===== src/rtl/sram_lane_pkg.sv =====
package sram_lane_pkg;

    typedef enum logic [2:0] {
        ST_IDLE,
        ST_RD_TURN,
        ST_RD_ACC,
        ST_WR_SETUP,
        ST_WR_PULSE,
        ST_WR_HOLD,
        ST_WR_NEXT
    } lane_st_e;

    // Round a picosecond time up to whole clock cycles, never below one.
    function automatic int ps_to_cyc(input int t_ps, input int clk_ps);
        int c;
        c = (t_ps + clk_ps - 1) / clk_ps;
        return (c < 1) ? 1 : c;
    endfunction

endpackage


===== src/rtl/sram_lane_timer.sv =====
module sram_lane_timer #(
    parameter int CNT_W = 2
) (
    input  logic             clk,
    input  logic             rst_n,
    input  logic             load_i,
    input  logic [CNT_W-1:0] val_i,
    output logic             expired_o
);
    logic [CNT_W-1:0] cnt_q;

    always_ff @(posedge clk or negedge rst_n) begin
        if (!rst_n) begin
            cnt_q <= '0;
        end else if (load_i) begin
            cnt_q <= val_i;
        end else if (cnt_q != '0) begin
            cnt_q <= cnt_q - 1'b1;
        end
    end

    assign expired_o = (cnt_q == '0);
endmodule


===== src/rtl/sram_lane_rdcap.sv =====
module sram_lane_rdcap #(
    parameter int LANES = 2
) (
    input  logic               clk,
    input  logic               rst_n,
    input  logic               cap_i,
    input  logic [LANES-1:0]   mask_i,
    input  logic [8*LANES-1:0] dq_i,
    output logic [8*LANES-1:0] rdata_o
);
    for (genvar g = 0; g < LANES; g++) begin : g_lane
        always_ff @(posedge clk or negedge rst_n) begin
            if (!rst_n) begin
                rdata_o[8*g +: 8] <= '0;
            end else if (cap_i) begin
                rdata_o[8*g +: 8] <= mask_i[g] ? dq_i[8*g +: 8] : 8'h00;
            end
        end
    end
endmodule


===== src/rtl/sram_lane_ctrl.sv =====
module sram_lane_ctrl
    import sram_lane_pkg::*;
#(
    parameter int ADDR_W   = 15,
    parameter int LANES    = 2,
    parameter int CLK_PS   = 4000,
    parameter int T_ACC_PS = 8000,
    parameter int T_WP_PS  = 6500,
    parameter int T_OEH_PS = 4000
) (
    input  logic                 clk,
    input  logic                 rst_n,
    input  logic                 req_i,
    input  logic                 req_wr_i,
    input  logic [ADDR_W-1:0]    req_addr_i,
    input  logic [8*LANES-1:0]   req_wdata_i,
    input  logic [LANES-1:0]     req_mask_i,
    output logic                 rsp_done_o,
    output logic [8*LANES-1:0]   rsp_rdata_o,
    output logic                 mem_ce_n_o,
    output logic                 mem_oe_n_o,
    output logic                 mem_we_n_o,
    output logic [LANES-1:0]     mem_bs_n_o,
    output logic [ADDR_W-1:0]    mem_addr_o,
    output logic [8*LANES-1:0]   mem_dq_o,
    output logic                 mem_dq_oe_o,
    input  logic [8*LANES-1:0]   mem_dq_i
);
    localparam int DATA_W  = 8 * LANES;
    localparam int ACC_CYC = ps_to_cyc(T_ACC_PS, CLK_PS);
    localparam int WP_CYC  = ps_to_cyc(T_WP_PS, CLK_PS);
    localparam int OEH_CYC = ps_to_cyc(T_OEH_PS, CLK_PS);
    localparam int MAX_CYC = (ACC_CYC > WP_CYC) ? ((ACC_CYC > OEH_CYC) ? ACC_CYC : OEH_CYC)
                                                : ((WP_CYC > OEH_CYC) ? WP_CYC : OEH_CYC);
    localparam int CNT_W   = $clog2(MAX_CYC + 1);

    lane_st_e             st_q, st_nx;
    logic [ADDR_W-1:0]    addr_q;
    logic [DATA_W-1:0]    wdat_q;
    logic [LANES-1:0]     mask_q;
    logic                 done_q, done_set, cap, accept;
    logic                 tmr_load, tmr_exp;
    logic [CNT_W-1:0]     tmr_val;

    sram_lane_timer #(.CNT_W(CNT_W)) u_timer (
        .clk       (clk),
        .rst_n     (rst_n),
        .load_i    (tmr_load),
        .val_i     (tmr_val),
        .expired_o (tmr_exp)
    );

    sram_lane_rdcap #(.LANES(LANES)) u_rdcap (
        .clk     (clk),
        .rst_n   (rst_n),
        .cap_i   (cap),
        .mask_i  (mask_q),
        .dq_i    (mem_dq_i),
        .rdata_o (rsp_rdata_o)
    );

    assign accept = req_i && ((st_q == ST_IDLE) || (st_q == ST_WR_HOLD));

    // Next state and counter control
    always_comb begin
        st_nx    = st_q;
        tmr_load = 1'b0;
        tmr_val  = '0;
        done_set = 1'b0;
        cap      = 1'b0;
        unique case (st_q)
            ST_IDLE: begin
                if (req_i) begin
                    tmr_load = 1'b1;
                    if (req_wr_i) begin
                        st_nx   = ST_WR_SETUP;
                        tmr_val = CNT_W'(OEH_CYC - 1);
                    end else begin
                        st_nx   = ST_RD_ACC;
                        tmr_val = CNT_W'(ACC_CYC - 1);
                    end
                end
            end
            ST_RD_TURN: begin
                st_nx    = ST_RD_ACC;
                tmr_load = 1'b1;
                tmr_val  = CNT_W'(ACC_CYC - 1);
            end
            ST_RD_ACC: begin
                if (tmr_exp) begin
                    st_nx    = ST_IDLE;
                    cap      = 1'b1;
                    done_set = 1'b1;
                end
            end
            ST_WR_SETUP: begin
                if (tmr_exp) begin
                    st_nx    = ST_WR_PULSE;
                    tmr_load = 1'b1;
                    tmr_val  = CNT_W'(WP_CYC - 1);
                end
            end
            ST_WR_NEXT: begin
                st_nx    = ST_WR_PULSE;
                tmr_load = 1'b1;
                tmr_val  = CNT_W'(WP_CYC - 1);
            end
            ST_WR_PULSE: begin
                if (tmr_exp) begin
                    st_nx    = ST_WR_HOLD;
                    done_set = 1'b1;
                end
            end
            ST_WR_HOLD: begin
                if (req_i) begin
                    st_nx = req_wr_i ? ST_WR_NEXT : ST_RD_TURN;
                end else begin
                    st_nx = ST_IDLE;
                end
            end
            default: st_nx = ST_IDLE;
        endcase
    end

    // State register and request capture
    always_ff @(posedge clk or negedge rst_n) begin
        if (!rst_n) begin
            st_q   <= ST_IDLE;
            addr_q <= '0;
            wdat_q <= '0;
            mask_q <= '0;
            done_q <= 1'b0;
        end else begin
            st_q   <= st_nx;
            done_q <= done_set;
            if (accept) begin
                addr_q <= req_addr_i;
                wdat_q <= req_wdata_i;
                mask_q <= req_mask_i;
            end
        end
    end

    // Pin decode
    always_comb begin
        mem_ce_n_o  = 1'b1;
        mem_oe_n_o  = 1'b1;
        mem_we_n_o  = 1'b1;
        mem_bs_n_o  = '1;
        mem_dq_oe_o = 1'b0;
        unique case (st_q)
            ST_IDLE: ;
            ST_RD_TURN: mem_ce_n_o = 1'b0;
            ST_RD_ACC: begin
                mem_ce_n_o = 1'b0;
                mem_oe_n_o = 1'b0;
                mem_bs_n_o = ~mask_q;
            end
            ST_WR_SETUP: begin
                mem_ce_n_o  = 1'b0;
                mem_dq_oe_o = 1'b1;
            end
            ST_WR_PULSE: begin
                mem_ce_n_o  = 1'b0;
                mem_we_n_o  = 1'b0;
                mem_bs_n_o  = ~mask_q;
                mem_dq_oe_o = 1'b1;
            end
            ST_WR_HOLD, ST_WR_NEXT: begin
                mem_ce_n_o  = 1'b0;
                mem_we_n_o  = 1'b0;
                mem_dq_oe_o = 1'b1;
            end
            default: ;
        endcase
    end

    assign mem_addr_o = addr_q;
    assign mem_dq_o   = wdat_q;
    assign rsp_done_o = done_q;

    // Checks on the pin sequence
    logic             wr_act;
    logic [CNT_W:0]   wr_run_q;

    assign wr_act = !mem_ce_n_o && !mem_we_n_o && (mem_bs_n_o != '1);

    always_ff @(posedge clk or negedge rst_n) begin
        if (!rst_n) begin
            wr_run_q <= '0;
        end else if (wr_act) begin
            wr_run_q <= (wr_run_q == '1) ? wr_run_q : wr_run_q + 1'b1;
        end else begin
            wr_run_q <= '0;
        end
    end

    p_pulse_width_r6: assert property (@(posedge clk) disable iff (!rst_n)
        $fell(wr_act) |-> (int'(wr_run_q) == WP_CYC));

    p_no_drive_oe_r7: assert property (@(posedge clk) disable iff (!rst_n)
        !mem_oe_n_o |-> !mem_dq_oe_o);

    p_hold_drive_r7: assert property (@(posedge clk) disable iff (!rst_n)
        $fell(wr_act) |-> mem_dq_oe_o);

    p_oe_high_we_low_r5: assert property (@(posedge clk) disable iff (!rst_n)
        !mem_we_n_o |-> mem_oe_n_o);

    p_float_before_we_r5: assert property (@(posedge clk) disable iff (!rst_n)
        $fell(mem_we_n_o) |-> ($past(mem_oe_n_o) && !$past(mem_ce_n_o)));

    p_done_single_r11: assert property (@(posedge clk) disable iff (!rst_n)
        rsp_done_o |=> !rsp_done_o);

endmodule


===== config.mk =====
export PLATFORM = sky130hd
export DESIGN_NAME = sram_lane_ctrl
export DESIGN_NICKNAME = d
export VERILOG_FILES = /design/src/rtl/sram_lane_pkg.sv /design/src/rtl/sram_lane_timer.sv /design/src/rtl/sram_lane_rdcap.sv /design/src/rtl/sram_lane_ctrl.sv
export SDC_FILE = /design/constraint.sdc
export NUM_CORES = 1
export LEC_CHECK = 0
export BUFFER_PORTS_ARGS = -buffer_cell sky130_fd_sc_hd__buf_2
export CORE_ASPECT_RATIO = 1.75
export CORE_MARGIN = 1
export CORE_UTILIZATION = 45
export CTS_CLUSTER_DIAMETER = 50
export DETAILED_ROUTE_END_ITERATION = 10
export PLACE_DENSITY = 0.89
export SETUP_SLACK_MARGIN = 0.05
export SLEW_MARGIN = 25
export SYNTH_ARGS = -nofsm -noshare
export SYNTH_HDL_FRONTEND = slang
export SYNTH_SLANG_ARGS = --single-unit

===== constraint.sdc =====
create_clock -name clk -period 1.8 [get_ports clk]
set_input_delay 0.27 -clock clk [delete_from_list [all_inputs] [get_ports clk]]
set_output_delay 0.27 -clock clk [all_outputs]
set_load 0.05 [all_outputs]

* Word level (Yosys, flattened, before mapping) *
Index checks and enable logic that the tools add are counted.

storage, ports and cells
  word-level logic and storage cells = 58
  flip-flop bits (word level) = 55
  output and inout port bits = 54
  input port bits = 53

operators by class
  reductions and logical operators = 12
  bitwise operators = 1
  eq/ne operators = 10
  mux-type cells = 26
  add/subtract/negate cells = 1

operators by type and width
  operator               count
  $pmux W3 S7            1
  $mux W3                6
  $mux W8                2
  $mux W1                12
  $eq A3 B3 Y1 const B   3
  $ne A2 B2 Y1 const B   4
  $eq A3 B2 Y1 const B   2
  $mux W2                3
  $pmux W1 S3            2
  $reduce_or A6 Y1       1
  $reduce_and A4 Y1      1
  $reduce_bool A2 Y1     2
  $reduce_or A2 Y1       2
  $reduce_or A4 Y1       1
  $eq A3 B1 Y1 const B   1
  $logic_not A3 Y1       1
  $reduce_or A3 Y1       1
  $logic_not A2 Y1       1
  $not A2 Y2             1
  $sub A2 B1 Y2 const B  1
  $logic_and A1 B1 Y1    1
  $logic_or A1 B1 Y1     1

* Depth between registers and ports, before layout *
  depth after elaboration = 4
  gate-level depth with buffers = 7
  depth with buffers taken out = 5

* Cells and area by module *
A second synthesis with hierarchy kept.

second synthesis, totals
  cell total of the unflattened synthesis = 196
  area, all modules = 2459.9 um^2

by module, submodules not included
  module           instances  cells each  area each (um^2)
  sram_lane_ctrl   1          115         1697.9
  sram_lane_rdcap  1          69          648.1
  sram_lane_timer  1          12          113.9

* Worst setup path after synthesis *
OpenSTA, ideal clock, no wires.

  path kind = register to output
  from = reg st_q[1]
  to = out mem_dq_oe_o
  required time = 1.530 ns
  path buffers = 1
  cell stages (with the launch flop) = 4
  setup slack = -0.141 ns
  arrival time = 1.671 ns
  path through = dfrtp_1 clkbuf_1 nand2_1 xnor2_1

on the way
  cells in the longest elaborated chain, start to end = 3

RTL lines
  element                                              line                   source
  from (decl)                                          sram_lane_ctrl.sv:37   lane_st_e st_q, st_nx;
  from (signal assigned)                               sram_lane_ctrl.sv:134  st_q <= st_nx;
  $eq A3 B3 Y1 / $eq A3 B2 Y1 (equally long branches)  sram_lane_ctrl.sv:151  unique case (st_q)
  $reduce_or A4 Y1 (no source line) (*)                n/a
  $mux W1 (*)                                          sram_lane_ctrl.sv:151
  to (decl)                                            sram_lane_ctrl.sv:26   output logic mem_dq_oe_o,

Every way passes the cells marked *; elsewhere a longest branch is shown, timed or not.

* Final worst setup path *
  from = reg st_q[2]
  to = reg addr_q[2], in the netlist mem_addr_o[2]

on the way
  cells in the longest elaborated chain, start to end = 3

RTL lines
  element                                                  line                   source
  $eq A3 B3 Y1 / $logic_not A3 Y1 (equally long branches)  sram_lane_ctrl.sv:62   assign accept = req_i && ((st_q == ST_IDLE) || (st_q == ST_WR_HOLD));
  $logic_or A1 B1 Y1 (*)                                   sram_lane_ctrl.sv:62
  $logic_and A1 B1 Y1 (*)                                  sram_lane_ctrl.sv:62
  to (signal assigned)                                     sram_lane_ctrl.sv:137  addr_q <= req_addr_i;
  to (decl)                                                sram_lane_ctrl.sv:38   logic [ADDR_W-1:0] addr_q;

Marks and branches as above.
A chain may end at the register's enable or synchronous reset.

==> summary.txt <==
Clock tree
  • CTS max path bufs: 2
  • Clock sink count: 55
  • CTS clk-pin slew, worst paths: 0.09 ns
  • TritonCTS clock tree: yes
  • Num CTS Buffers: 5
  • H-tree depth: 2
  • Root Buffer: clkbuf_8
  • Latest clock arrival within the worst-skew pair: 0.30 ns

Setup path
  • Worst R2R Setup Slack: 0.06 ns
  • Critical path class: reg -> reg
  • Startpoint Class: register
  • Worst setup EP type: register
  • R2R Path Start: st_q[2]$_DFFE_PN0P_
  • Worst setup startpoint: st_q[2]$_DFFE_PN0P_
  • Crit path DAT: 1.92 ns
  • Highest net fanout along the worst path: 6
  • Required time worst endpoint: 1.99 ns

Timing
  • Final Hold Viols: 0
  • Worst slew margin: 62.8%
  • FMAX: 576 MHz
  • Min cycle time layout: 1.74 ns
  • RSZ-0062 raised after global routing: yes
  • Clk_skew: 0.00411 ns
  • Setup TNS: 0 ns
  • Actual slew at the worst max-slew pin: 0.558 ns
  • Slew Limit Fails: 0
  • Final setup vio count: 0
  • Period utilization: 96.5%

Floorplanning
  • Die X: 55.8 µm
  • Core area: 4790 µm²
  • Starting density of the core: 47.5%
  • FP Rows: 33
  • Die Y: 96.1 µm
  • # IOs: 107
  • Die area: 5360 µm²

Placed design
  • Placer Congestion: 0.760
  • PortBufs: 106
  • Detail Placement HPWL: 3.94 mm
  • Placed Cells: 347

Route
  • DRC Markers: 0
  • DR pass1 iterations: 4
  • Vias per cell: 5.01
  • Post-Route WL: 5.83 mm
  • Wire per inst: 15.7 µm
  • Final ANT Viol Nets: 0
  • DR iter-0 viols: 36
  • Vias: 1,852

Worst hold path
  • Worst min path class: in -> reg
  • Hold Crit Start: req_wdata_i[5]

Global route
  • GRT overflow: 0
  • GRT Util Overall: 19.6%
  • First-pass GRT wire length: 8.06 mm
  • Largest net degree at the start of global routing: 33
  • Vias in the first global route: 1,796
  • Initial antenna violation count: 0

Finish
  • Share of cells above drive strength 1: 50.9%
  • Area Growth Syn to Fin: 45.6%
  • Area occupied by multi-input gates: 922 µm²
  • Ant. Diodes: 0
  • Post-layout nets: 371
  • Final Instance Count excl. Fillers: 370
  • FF+latch area: 1380 µm²
  • Filler instances: 360

Logic synthesis
  • Yosys reg bits: 55
  • Synth top area share: 60.5%
  • Yosys warns: 0
  • Asr flop ratio synth: 100%
  • Area contributors post-synth: dfrtp_1 60%, mux2_1 15%, nand2_1 6.6%
  • Synthesized area: 2280 µm²
  • Syn_nets: 245
  • Synth Flop Type: dfrtp_1
  • Sequential fraction of the synthesis area: 60.5%
  • Synth area leader: dfrtp_1
  • Yosys cell types: 29
  • Mean Syn Cell Area: 11.9 µm²
  • Synth Instances: 191
  • Number of synthesized flops with an enable pin: 0

Run
  • Max-Cap Viols: 0

Run status
  • Status: finished clean
## repair_timing
| action | in CTS | in global routing |
|---|---|---|
| setup endpoints to repair | 4 | 22 |
| pin swaps | 0 | 4 |
| hold buffers | 1 | 0 |
| buffers inserted | 2 | 8 |
| hold endpoints to repair | 24 | 0 |
| cloned | 0 | 4 |
| resized for setup | 7 | 30 |
## state kept, by name (all words and copies together) (netlist names)
signal           flops
mem_addr_o          15
mem_dq_o            16
rsp_done_o           1
mask_q               2
u_rdcap.rdata_o     16
st_q                 3
u_timer.cnt_q        2
## through the flow
step	area (µm²)	setup WS (ns)	hold slack (ns)	utilization, %
after floorplan	2280	0.153	-0.0256	-
after global placement	2910	0.245	0.286	60.8
after detailed placement	2910	0.189	0.301	60.8
after CTS	3060	0.0711	0.177	63.8
after global routing	3310	0.00782	0.172	69.2
final	3310	0.0636	0.187	69.2
## path summary, 6_finish.rpt
| kind | endpoint | depth (start not counted) |
|---|---|---|
| worst max-delay path | mem_addr_o[2]$_DFFE_PN0P_ | 6 |
| worst min-delay path | mem_dq_o[5]$_DFFE_PN0P_ | 2 |
| worst max register to register | mem_addr_o[2]$_DFFE_PN0P_ | 6 |
| worst min register to register | u_rdcap.rdata_o[0]$_DFFE_PN0P_ | 2 |
| max in group asynchronous | mem_addr_o[7]$_DFFE_PN0P_ | 3 |
| min in group asynchronous | u_rdcap.rdata_o[14]$_DFFE_PN0P_ | 2 |
## cell type report
cell class / instances / share of cell area [%]
sequential: 55 / 41.6
clock buffer: 8 / 3.02
timing repair buffer: 131 / 25.2
multi-input combinational: 120 / 27.8
inverter: 4 / 0.453
tap: 52 / 1.96
## layer usage
layer / share of wire [%] / wire length (µm) / track usage [%]
met5: 0 / 0 / 0
met4: 2.0 / 115 / 7.71
met1: 37 / 2140 / 20.8
met3: 3.8 / 224 / 3.36
met2: 57 / 3350 / 38.1
## cells by family (layout without fill, tap and decap cells)
kind of cell             after synthesis  in the layout  synth area share (%)
AND/OR/NAND/NOR                       57             57                  11.6
multiplexers                          33             33                  16.3
buffers and inverters                 16            143                  3.13
XOR/XNOR                               3              3                  1.15
adder cells (fa/ha/maj)                1              1                 0.550
flip-flops                            55             55                  60.5
AO/OA/AOI/OAI                         26             26                  6.76
## placed cells by master, fill, tap and decap left out, types with 2 or more instances in the layout
cell       netlist  layout
nand3_1          2       2
nor2_1           5       5
nand2_1         40      40
mux2_1          30      12
buf_2            0     103
clkbuf_16        0       3
mux2_4           0      21
inv_1            4       4
nand2b_1         2       2
o21ai_0         18      18
buf_4            3      13
buf_6            0       9
nor3_1           2       2
dfrtp_1         55      54
clkbuf_8         0       7
## critical path, stage by stage, from the launching register on
cell and delay [ns]:
dfrtp_1 0.41, buf_6 0.13, nor2b_4 0.13, nor4b_4 0.28
buf_6 0.20, clkbuf_16 0.16, mux2_1 0.32
## synth_stat cells, types with 3 or more instances
cell      number
nor2_1         5
clkbuf_1       6
mux2_1        30
mux2_2         3
nand2_1       40
inv_1          4
o21ai_0       18
buf_1          3
dfrtp_1       55
buf_4          3
Power is left out: the tool's default activity adds up to more than one toggle a clock period on the data nets, which glitch-free logic cannot reach.
